--- src/rtl/bit6_swz_pkg.sv ---
package bit6_swz_pkg;

    typedef enum logic [1:0] {
        TILE_NONE = 2'd0,
        TILE_X    = 2'd1,
        TILE_Y    = 2'd2,
        TILE_RSVD = 2'd3
    } tile_e;

    typedef enum logic [2:0] {
        SWZ_NONE     = 3'd0,
        SWZ_9        = 3'd1,
        SWZ_9_10     = 3'd2,
        SWZ_9_11     = 3'd3,
        SWZ_9_10_11  = 3'd4,
        SWZ_9_17     = 3'd5,
        SWZ_9_10_17  = 3'd6,
        SWZ_UNKNOWN  = 3'd7
    } swz_e;

    typedef enum logic [2:0] {
        ORG_SINGLE    = 3'd0,
        ORG_ASYM      = 3'd1,
        ORG_ILV_PLAIN = 3'd2,
        ORG_ILV_B11   = 3'd3,
        ORG_ILV_B17   = 3'd4,
        ORG_BY_SIZE   = 3'd5,
        ORG_RSVD6     = 3'd6,
        ORG_RSVD7     = 3'd7
    } org_e;

    typedef enum logic [1:0] {
        ST_LOAD  = 2'd0,
        ST_EMPTY = 2'd1,
        ST_FULL  = 2'd2
    } st_e;

    // Address bit positions that can be folded into the channel-select bit.
    localparam int unsigned SEL_BIT = 6;
    localparam int unsigned TAP_NUM = 4;
    localparam int unsigned TAP_POS [TAP_NUM] = '{9, 10, 11, 17};

    // Tap enables for a fold code, in the order of TAP_POS.
    function automatic logic [TAP_NUM-1:0] swz_taps(input swz_e m);
        logic [TAP_NUM-1:0] t;
        case (m)
            SWZ_9:       t = 4'b0001;
            SWZ_9_10:    t = 4'b0011;
            SWZ_9_11:    t = 4'b0101;
            SWZ_9_10_11: t = 4'b0111;
            SWZ_9_17:    t = 4'b1001;
            SWZ_9_10_17: t = 4'b1011;
            default:     t = 4'b0000;
        endcase
        return t;
    endfunction

    // Reported form: bit-17 term removed, unknown shown as none.
    function automatic swz_e swz_report(input swz_e m);
        case (m)
            SWZ_9_17:    return SWZ_9;
            SWZ_9_10_17: return SWZ_9_10;
            SWZ_UNKNOWN: return SWZ_NONE;
            default:     return m;
        endcase
    endfunction

endpackage

--- src/rtl/swz_mode_decode.sv ---
module swz_mode_decode
    import bit6_swz_pkg::*;
#(
    parameter int CFG_W  = 8,
    parameter int SIZE_W = 8
) (
    input  logic [1:0]        tile_req,
    input  logic [CFG_W-1:0]  cfg_word,
    input  logic [SIZE_W-1:0] size_a,
    input  logic [SIZE_W-1:0] size_b,
    output swz_e              fold_mode,
    output tile_e             eff_tile
);
    logic is_x;
    logic tiled;
    swz_e base_mode;

    assign is_x  = (tile_req == TILE_X);
    assign tiled = (tile_req == TILE_X) || (tile_req == TILE_Y);

    always_comb begin
        base_mode = is_x ? SWZ_9_10 : SWZ_9;
        fold_mode = SWZ_NONE;
        eff_tile  = TILE_NONE;
        if (tiled) begin
            if (&cfg_word) begin
                fold_mode = SWZ_UNKNOWN;
            end else begin
                case (org_e'(cfg_word[2:0]))
                    ORG_ILV_PLAIN: fold_mode = base_mode;
                    ORG_ILV_B11:   fold_mode = is_x ? SWZ_9_10_11 : SWZ_9_11;
                    ORG_ILV_B17:   fold_mode = is_x ? SWZ_9_10_17 : SWZ_9_17;
                    ORG_BY_SIZE:   fold_mode = (size_a == size_b) ? base_mode : SWZ_NONE;
                    default:       fold_mode = SWZ_NONE;
                endcase
            end
            eff_tile = (fold_mode == SWZ_UNKNOWN) ? TILE_NONE : tile_e'(tile_req);
        end
    end
endmodule

--- src/rtl/swz_fold.sv ---
module swz_fold
    import bit6_swz_pkg::*;
#(
    parameter int ADDR_W = 32
) (
    input  swz_e              mode,
    input  logic [ADDR_W-1:0] addr_in,
    output logic [ADDR_W-1:0] addr_out
);
    logic [TAP_NUM-1:0] en;
    logic [TAP_NUM-1:0] term;

    assign en = swz_taps(mode);

    for (genvar g = 0; g < TAP_NUM; g++) begin : g_tap
        assign term[g] = en[g] & addr_in[TAP_POS[g]];
    end

    always_comb begin
        addr_out          = addr_in;
        addr_out[SEL_BIT] = addr_in[SEL_BIT] ^ (^term);
    end
endmodule

--- src/rtl/bit6_swizzler.sv ---
module bit6_swizzler
    import bit6_swz_pkg::*;
#(
    parameter int ADDR_W = 32,
    parameter int CFG_W  = 8,
    parameter int SIZE_W = 8
) (
    input  logic              clk,
    input  logic              rst_n,
    input  logic [1:0]        tile_req,
    input  logic [CFG_W-1:0]  cfg_word,
    input  logic [SIZE_W-1:0] size_a,
    input  logic [SIZE_W-1:0] size_b,
    input  logic              in_valid,
    input  logic [ADDR_W-1:0] in_addr,
    output logic              in_ready,
    output logic              out_valid,
    input  logic              out_ready,
    output logic [ADDR_W-1:0] out_addr,
    output logic [2:0]        swz_mode_o,
    output logic [1:0]        tile_o
);
    st_e   state_q, state_d;
    swz_e  mode_d, mode_q;
    tile_e tile_d, tile_q;
    logic  stale;
    logic  load_en;
    logic  take;
    logic [ADDR_W-1:0] folded;

    swz_mode_decode #(.CFG_W(CFG_W), .SIZE_W(SIZE_W)) u_dec (
        .tile_req  (tile_req),
        .cfg_word  (cfg_word),
        .size_a    (size_a),
        .size_b    (size_b),
        .fold_mode (mode_d),
        .eff_tile  (tile_d)
    );

    swz_fold #(.ADDR_W(ADDR_W)) u_fold (
        .mode     (mode_q),
        .addr_in  (in_addr),
        .addr_out (folded)
    );

    assign stale = (mode_d != mode_q) || (tile_d != tile_q);
    assign take  = in_valid && in_ready;

    // State register
    always_ff @(posedge clk) begin
        if (!rst_n) state_q <= ST_LOAD;
        else        state_q <= state_d;
    end

    // Next state and control outputs
    always_comb begin
        state_d  = state_q;
        in_ready = 1'b0;
        load_en  = 1'b0;
        unique case (state_q)
            ST_LOAD: begin
                load_en = 1'b1;
                state_d = ST_EMPTY;
            end
            ST_EMPTY: begin
                if (stale) begin
                    state_d = ST_LOAD;
                end else begin
                    in_ready = 1'b1;
                    if (in_valid) state_d = ST_FULL;
                end
            end
            ST_FULL: begin
                if (out_ready) begin
                    if (stale) begin
                        state_d = ST_EMPTY;
                    end else begin
                        in_ready = 1'b1;
                        state_d  = in_valid ? ST_FULL : ST_EMPTY;
                    end
                end
            end
            default: state_d = ST_LOAD;
        endcase
    end

    // Mode register and address register
    always_ff @(posedge clk) begin
        if (!rst_n) begin
            mode_q   <= SWZ_NONE;
            tile_q   <= TILE_NONE;
            out_addr <= '0;
        end else begin
            if (load_en) begin
                mode_q <= mode_d;
                tile_q <= tile_d;
            end
            if (take) out_addr <= folded;
        end
    end

    assign out_valid  = (state_q == ST_FULL);
    assign swz_mode_o = swz_report(mode_q);
    assign tile_o     = tile_q;

endmodule

--- config.mk ---
export PLATFORM = sky130hd
export DESIGN_NAME = bit6_swizzler
export DESIGN_NICKNAME = d
export VERILOG_FILES = /design/src/rtl/bit6_swz_pkg.sv /design/src/rtl/swz_mode_decode.sv /design/src/rtl/swz_fold.sv /design/src/rtl/bit6_swizzler.sv
export SDC_FILE = /design/constraint.sdc
export NUM_CORES = 1
export LEC_CHECK = 0
export CAP_MARGIN = 20
export CORE_MARGIN = 10
export CORE_UTILIZATION = 27
export DETAILED_ROUTE_END_ITERATION = 16
export RECOVER_POWER = 50
export SYNTH_ARGS = -nofsm -noshare
export SYNTH_HDL_FRONTEND = slang
export SYNTH_HIERARCHICAL = 1
export SYNTH_SLANG_ARGS = --single-unit
--- constraint.sdc ---
create_clock -name clk -period 2.66 [get_ports clk]
set_input_delay 0.266 -clock clk [delete_from_list [all_inputs] [get_ports clk]]
set_output_delay 0.266 -clock clk [all_outputs]
set_load 0.01 [all_outputs]
==> summary.txt <==
Placed design
  – Port bufs: 100
  – Placed Cells: 455
  – Final GP Congestion: 0.7198
  – Place WS: -0.5160 ns
  – DP Wirelength: slightly below 5000 um
  – Placement Cell Area: 3341 um2

Timing
  – Worst slew pin tran: 0.5469 ns
  – Hold Vio Cnt, Final: 0
  – Final setup margin: ~0.13 ns
  – Peak Freq: a little under 0.4 GHz
  – Final Max Tran Viols: 0
  – Fin crit share: 95.27%
  – Final worst path period need: 2.534 ns
  – RSZ-0062 raised after global routing: no
  – Slew margin rel.: 63.54%
  – Clock Skew: 0.005368 ns
  – Final setup violation count: 0

Outcome
  – Outcome: completed

Synth
  – Seq cells post-synth: 39
  – Number of flops mapped to enable cells by yosys: 0
  – Average instance area after synthesis: 8.685 um2
  – Post-synthesis cell area: 2362 um2
  – Asr flop ratio synth: 0%
  – Most used DFF post-synth: dfxtp_1
  – Syn Nets: 339
  – Sequential element share of the synthesized area: between 30% and 40%
  – Ys Warns: 6
  – Synth Instances: 272
  – Yosys cell types: between 40 and 50

Worst setup path
  – CP Launch Type: input pin
  – Req. time, crit path: approximately 2.4 ns
  – Max FO, Critical Path: 5
  – WP data arrival: 2.27 ns
  – Crit path kind: in2out
  – CP Capture Type: primary output

Drt
  – DR WL met2: about 2800 um
  – Wl on met1: around 2500 um
  – Top routing layer used: met4
  – Drt first pass iters: 4
  – Wire length per cell: ~13 um
  – DR vias/cell: 4.342
  – WL final: 6121 um
  – Vias: about 2000
  – Iteration-0 DRC Markers: around 100
  – Met3 routed WL: a little over 700 um
  – Antenna Violating Nets Remaining: 0
  – Drc violations: 0

Finish
  – Antenna diode instance count: 0
  – Nets: 426
  – Fraction of layout cells with a size suffix above 1: around 15%
  – Area of the multi-input gates: around 1300 um2
  – Area grow syn2layout: 52.01%
  – Layout fillers: between 800 and 900
  – Seq. cell area: 780.7 um2
  – Post-layout instance area: 3591 um2
  – Post-layout util: 41.58%
  – Finished Layout Cells: 468

Worst hold path
  – Min-Delay Path Class: reg2reg

Floorplan
  – Die Footprint: 12890 um2
  – # rows: 34
  – Die extent in y: 113.5 um
  – Die width: 113.5 um
  – Starting density of the core: 27.35%
  – # IOs: 101
  – Core area: 8636 um2

Global route
  – Global-route wire length before repair: 9646 um
  – Total Routing Usage GR: 8.960%
  – Largest net degree at the start of global routing: 46
  – Vias in the first global route: 1990
  – Grt total ovfl: 0
  – Initial antenna violation count: 0

Pwr
  – Pwr dens: 418.1 nW/um2
  – Peak VDD IR: 0.0001734 V
  – Final Power: 1.501 mW
  – Leakage: 1.474 nW

Clock tree
  – CTS tree: yes
  – Worst-Skew Late Latency: 0.29 ns
  – CTS root buf: clkbuf_8
  – Clk sinks: 39
  – Clk slew on worst S/H paths: 0.08 ns
  – CTS Buffer Depth: 2
  – Hold_buf cts: 0
  – Num CTS Buffers: 5
  – # H-tree levels: 2

Job
  – MaxCap Viol Count: 0
## Yosys cell counts, types with 2 or more instances
cell / n / share of area [%]
inv_1: 5 / 0.79
ha_1: 5 / 2.6
nor3b_1: 5 / 1.6
nand3b_1: 2 / 0.64
dfxtp_1: 39 / 33
a21boi_0: 3 / 0.95
nand4b_1: 3 / 1.1
nand4_1: 3 / 0.79
nand3_1: 2 / 0.42
buf_4: 31 / 9.9
xnor2_1: 8 / 3.0
clkbuf_1: 8 / 1.3
xor2_1: 8 / 3.0
o21ai_0: 2 / 0.42
mux2i_1: 39 / 17
nor2b_1: 8 / 2.1
a21oi_1: 3 / 0.64
nor3_1: 3 / 0.64
buf_6: 3 / 1.4
nand2_1: 69 / 11
## per-stage QoR
| step | hold WS, ns | TNS, ns |
|---|---|---|
| finish | 0.4542 | 0 |
| global route | 0.4751 | 0 |
| CTS | 0.4622 | 0 |
| detailed placement | 0.4457 | -11.89 |
| global placement | 0.4427 | -9.769 |
| floorplan | 0.4651 | 0 |
## layout make-up
class                      count  area share (%)
clock inverter                 3           1.220
sequential                    39           21.74
clock buffer                   5           1.916
multi-input combinational    185           37.53
inverter                       5          0.5226
tap                          108           3.763
timing repair buffer         123           33.31
## cell families after synthesis
family / count (synthesis) / synth area share [%]
adders and majority gates: 5 / 2.648
and+or+nand+nor: 103 / 21.19
DFF: 39 / 33.05
AOI/OAI and AO/OA: 21 / 6.674
muxes: 40 / 17.00
xor gates and xnor gates: 16 / 5.932
buffers and inverters: 48 / 13.51
## registers in the layout, summed over array words and instances (netlist names)
name	count
mode_q	3
out_addr	32
state_q	2
tile_o	2
## timing repair
item	CTS	global route
pin swaps	7	15
hold endpoints to repair	0	0
gates resized for setup	18	25
endpoints found under the setup margin	33	33
buffers inserted	4	1
cloned	0	0
## per-layer routing
layer	vias up	track usage, %
li1	1051	-
met1	901	9.892
met2	73	14.32
met3	7	4.882
met4	0	3.046
met5	-	0
## worst max-delay path: stages
cell and delay (ns):
clkdlybuf4s50_1 0.47, inv_2 0.05, ha_4 0.24, buf_4 0.13, nor3b_1 0.32, xnor2_1 0.16
nand2_1 0.08, or2_4 0.26, nor3b_2 0.14, buf_2 0.15
## layout by cell type (no fill, tap or decap), drive strengths merged, types with 5 or more instances in the layout
master          n
clkbuf          6
xnor2           8
xor2            8
clkdlybuf4s50  53
mux2i          39
inv             5
ha              5
nand2          69
dlygate4sd3    34
nor2b           8
nor3b           5
dfxtp          39
dlymetal6s2s    5
buf            25
## path summary, 6_finish.rpt
path | depth (start not counted) | slack (ns) | start | to
hold / removal | 2 | 0.45 | out_addr[11]$_SDFFE_PN0P_ | out_addr[11]$_SDFFE_PN0P_
setup / recovery | 10 | 0.13 | tile_req[1] | in_ready
hold reg to reg | 2 | 0.45 | out_addr[11]$_SDFFE_PN0P_ | out_addr[11]$_SDFFE_PN0P_
setup reg to reg | 6 | 0.80 | mode_q[0]$_SDFFE_PN0N_ | out_addr[3]$_SDFFE_PN0P_
## where the power goes
| group | total [mW] | internal, mW | switching (mW) | leakage, nW |
|---|---|---|---|---|
| clock network | 0.490 | 0.279 | 0.211 | 0.0581 |
| logic | 0.390 | 0.227 | 0.163 | 1.10 |
| registers | 0.621 | 0.604 | 0.0173 | 0.315 |
Note: power is estimated with default switching activity, not from simulation.
